`config.mk`:
```
export PLATFORM = sky130hd
export DESIGN_NAME = ptp_fine_timer
export DESIGN_NICKNAME = d
export VERILOG_FILES = /design/src/rtl/ptp_fine_timer.sv
export SDC_FILE = /design/constraint.sdc
export NUM_CORES = 1
export LEC_CHECK = 0
export BUFFER_PORTS_ARGS = -buffer_cell sky130_fd_sc_hd__buf_2
export CORE_ASPECT_RATIO = 1.25
export CORE_MARGIN = 5
export CORE_UTILIZATION = 53
export CTS_CLUSTER_SIZE = 14
export DETAILED_ROUTE_END_ITERATION = 8
export PLACE_DENSITY = 0.82
export SYNTH_ARGS = -nofsm -noshare
export SYNTH_HDL_FRONTEND = slang
export SYNTH_SLANG_ARGS = --single-unit
```
`constraint.sdc`:
```
create_clock -name clk -period 3.6 [get_ports clk]
set_input_delay 0.72 -clock clk [delete_from_list [all_inputs] [get_ports clk]]
set_output_delay 0.72 -clock clk [all_outputs]
set_load 0.02 [all_outputs]
```
`src/rtl/ptp_fine_timer.sv`:
```
module ptp_fine_timer #(
  parameter int CNT_W = 87,
  parameter int INC_W = 42,
  parameter int TS_LO = 32,
  parameter int TS_W  = 32,
  parameter logic [INC_W-1:0] INC_DEF = 42'h18D_3018_D302,
  parameter logic [INC_W-1:0] INC_ALT = 42'h181_8181_8182
) (
  input  logic             clk,
  input  logic             rst_n,
  input  logic             alt_mode,
  input  logic             inc_we,
  input  logic [INC_W-1:0] inc_wdata,
  input  logic             time_ld,
  input  logic [CNT_W-1:0] time_ld_data,
  output logic [TS_W-1:0]  ts_slice,
  output logic [CNT_W-1:0] time_now
);

  logic [INC_W-1:0] inc_q;
  logic [CNT_W-1:0] cnt_q;
  logic [CNT_W-1:0] cnt_nxt;

  assign cnt_nxt  = time_ld ? time_ld_data : cnt_q + CNT_W'(inc_q);
  assign time_now = cnt_q;
  assign ts_slice = cnt_q[TS_LO +: TS_W];

  always_ff @(posedge clk) begin
    if (!rst_n) begin
      cnt_q <= '0;
      inc_q <= alt_mode ? INC_ALT : INC_DEF;
    end else begin
      cnt_q <= cnt_nxt;
      if (inc_we) inc_q <= inc_wdata;
    end
  end

endmodule

```
# Yosys cells after proc, flatten, opt, wreduce, memory -nomap -nowiden
# Cells that the tools add are included.
[op_classes]
add_sub_neg = 1
eq_ne = 1
muxes = 4
[op_table]
columns = ["operator", "count"]
rows = [
  ["$add A87 B42 Y87", 1],
  ["$mux W87", 1],
  ["$mux W42", 2],
  ["$mux W36", 1],
  ["$ne A2 B1 Y1 const B", 1],
]
[word_totals]
ff_bits = 129
in_bits = 134
word_cells = 8

# Depth between registers and ports, before layout
[logic_depth]
ltp_word = 2
depth_mapped = 13
ltp_nobuf = 12

# Worst setup path after synthesis
# Ideal clock, no wire load.
[synth_timing]
path_type = "flip-flop to flip-flop"
startpoint = "register cnt_q[0], in the netlist time_now[0]"
endpoint = "register cnt_q[84], in the netlist time_now[84]"
setup_ps = 74
arrival_time_ps = 3020
required_ps = 3526
path_slack_ps = 506
stages_incl_launch_ff = 13
path_buffers = 0
synth_period_minus_slack_ps = 3094
path_cell_list = "dfxtp_1 ha_1 inv_1 fa_1 nand2b_1 a21oi_1 o2111ai_1 a21oi_1 o21ai_0 a211oi_2 o211ai_1 or4_1 a31oi_1"
[synth_between]
elab_chain_cells = 2
[synth_rtl]
columns = ["element", "line", "text"]
rows = [
  ["start, declared", "21", "logic [CNT_W-1:0] cnt_q;"],
  ["start signal, assigned", "33", "cnt_q <= cnt_nxt;"],
  ["$add A87 B42 Y87", "24", "assign cnt_nxt = time_ld ? time_ld_data : cnt_q + CNT_W'(inc_q);"],
  ["$mux W87", "24", ""],
]
# No other way between the ends.
# A chain may end at the register's enable or synchronous reset.

# Final worst setup path
# Ends and elaborated chain as after synthesis.

==> out/qor.txt <==
Outcome - complete, no violations
Worst slew margin - 0.452
Placed instance area - 0.00962 mm^2
CTS Buf Count - 17
Global-route wire length before repair - 43100 um
Clock Sinks - 129
Resized cells post-CTS - 0
CP Data Arrival Time - 3730 ps
Deepest clock path buffer count - 2
Routed wire per std cell - 19.3 um
DRC violation count after routing - 0
Mapped Area - 0.00836 mm^2
RSZ-0062 raised after global routing - false
Initial Utilization - 0.537
M1 GR Usage - 0.356
Mux contribution to synthesized area - 0.00359
Vias per Instance - 5.89
CP required - 3960 ps
Vias in the first global route - 8452
Grt peak-use layer - met2
Antenna Nets Post-Route - 0
Compound-Gate Fraction of Synth Area - 0.217
Most used cell, CP - a21oi_1
DRT Pass-1 Iters - 7
Synth area leader - dfxtp_1
Top post-synthesis cells by area - dfxtp_1 21%, edfxtp_1 15%, ha_1 6.3%
CTS root buf - clkbuf_16
Pwr dens - 490 mW/mm^2
Total gr overflow - 0
Final wirelength - 27700 um
Simple-gate share of the synthesized area - 0.216
Clk_skew - 9.44 ps
Adder-cell area share of the yosys netlist - 0.0653
Met2 Usage GRT - 0.522
CORE AREA - 0.0156 mm^2
Post-synth top area share - 0.208
Peak supply drop - 329 uV
Die Area - 0.0184 mm^2
Fillers - 1374
Most frequent cells in the layout - 251 x buf_2, 109 x nand2_1, 96 x o21ai_0
Worst setup SP type - register
Lkg Pwr - 4.66 nW
Crit path largest cell delay - 510 ps
IO Port Bufs - 252
Peak Freq - 0.297 GHz
Setup crit end kind - register
Hold Vio Cnt, Final - 0
Row Count - 51
Total Nets Final - 1381
Fin crit period - 3370 ps
Post-synth ARST share - 0
Combinational fraction of design power - 0.308
EDFF count, synth - 42
Final HPWL DP - 20900 um
Initial antenna violation count - 3
Crit-path slowest cell - or4_1
Top FF cell, synth - dfxtp_1
Fraction of layout cells with a size suffix above 1 - 0.269
Flop pwr share - 0.354
Final setup fails - 0
CP max FO - 3
Horiz. Die Dim - 122 um
Met3 usage - 0.0530
Internal - 3.28 mW
Post-Route Setup TNS - 0 ps
Synth cell types - 64
Bufs and invs on worst path - 1
Synth Instances - 993
Switching share of power - 0.345
Initial drt markers - 747
Crit Path Category - reg2reg
Most common cell after layout, fill and taps aside - buf_2
Synthesized area per cell - 8.41 um^2
Yosys reg bits - 129
CP delay by family, top - compound AO/OA/AOI/OAI gates
Fin crit share - 0.937
Die Y - 150 um
Post-CTS Hold Buffers - 0
Via count - 8423
Slew Limit Fails - 0
CTS tree - built
H-Tree Depth - 4
Global placement routability congestion - 0.921
Xor/xnor cell area share of the yosys netlist - 0.0776
Fin area - 0.0102 mm^2
Worst Tran Pin Value - 822 ps
Max-cap violations - 0
Psw - 1.73 mW
Area Growth Syn to Fin - 22.2%
Ports - 253
Main combinational cell family by area after synthesis - compound AO/OA/AOI/OAI gates
Reg clk slew, reported paths - 60 ps
Post-CTS setup buffers - 0
Ys Warns - 0
GRT Util Overall - 0.301
Worst hold path type - in2reg
Later-pin clock latency in the skew report - 430 ps
Net Count, Synth - 1170
Sequential share of the synthesized area - 0.359
Worst path cell trace - ha_1 -> inv_1 -> fa_1 -> nand2b_1 -> a21oi_1 -> o2111ai_1 -> a21oi_1 -> o21ai_0 -> a211oi_2 -> o211ai_1 -> or4_1 -> a31oi_1
Clk pwr share - 0.338
Largest net degree at the start of global routing - 76
[path summary, 6_finish.rpt]
| check | startpoint | end | slack [ps] | cells after the start |
|---|---|---|---|---|
| worst max-delay path | time_now[0] | time_now[84] | 230 | 12 |
| worst min-delay path | time_ld_data[33] | time_now[33] | 500 | 3 |
| worst max register to register | time_now[0] | time_now[84] | 230 | 12 |
| worst min register to register | time_now[84] | time_now[84] | 530 | 2 |
[metal layers]
layer / part of all wire / wire length, um
met5: 0.00061 / 17
met4: 0.044 / 1210
met3: 0.075 / 2080
met2: 0.50 / 13800
met1: 0.38 / 10600
[sequential cells by signal, summed over array words and instances, names as in the netlist]
name / cells
time_now: 87
inc_q: 42
[cells in the mapped netlist, types with 24 or more instances]
cell type  number
xor2_1         29
o21ai_0        96
clkbuf_1       40
and2_1         50
xnor2_1        45
a21o_1         24
nand4_1        25
edfxtp_1       42
nand2_1       109
dfxtp_1        87
nand3_1        24
ha_1           42
a21oi_1        94
buf_4          32
nor2_1         44
[area by class of cell]
| class | instances | area (um^2) | area share |
|---|---|---|---|
| inverter | 21 | 78.8 | 0.00772 |
| multi-input combinational | 764 | 4850 | 0.475 |
| antenna | 2 | 5.00 | 0.000490 |
| tap | 212 | 265 | 0.0260 |
| clock inverter | 8 | 43.8 | 0.00429 |
| timing repair buffer | 271 | 1430 | 0.140 |
| clock buffer | 24 | 534 | 0.0523 |
| sequential | 129 | 3000 | 0.294 |
[through the flow]
stage	worst slack (ps)	cells	power (mW)	util	hold WS [ps]
after floorplan	506	993	2.88	-	579
after global placement	340	1397	3.30	0.618	506
after detailed placement	257	1397	3.32	0.618	519
after CTS	242	1429	5.00	0.655	495
after global routing	2.71	1431	5.24	0.656	512
final	228	1431	5.01	0.656	500
[power by group through the flow]
stage	Combinational [mW]	Clock [mW]	Sequential [mW]
after global routing	1.69	1.77	1.79
after CTS	1.53	1.70	1.77
after floorplan	0.981	0	1.89
final	1.54	1.69	1.77
after detailed placement	1.52	0	1.80
after global placement	1.50	0	1.79
[logic make-up (layout without fill, tap and decap cells)]
family	Yosys count	after routing
AOI/OAI and AO/OA	295	295
and+or+nand+nor	349	349
DFF	129	129
adders and majority gates	43	43
buffers and inverters	100	324
other	0	2
muxes	3	3
xor gates and xnor gates	74	74
[worst register-to-register path, stage by stage, from the launching register on]
cell	delay (ps)
dfxtp_1	330
ha_1	170
inv_1	60
fa_1	410
nand2b_1	190
a21oi_1	270
o2111ai_1	210
a21oi_1	310
o21ai_0	230
a211oi_2	310
o211ai_1	150
or4_1	510
a31oi_1	160
Power figures use the tool's default switching activity.
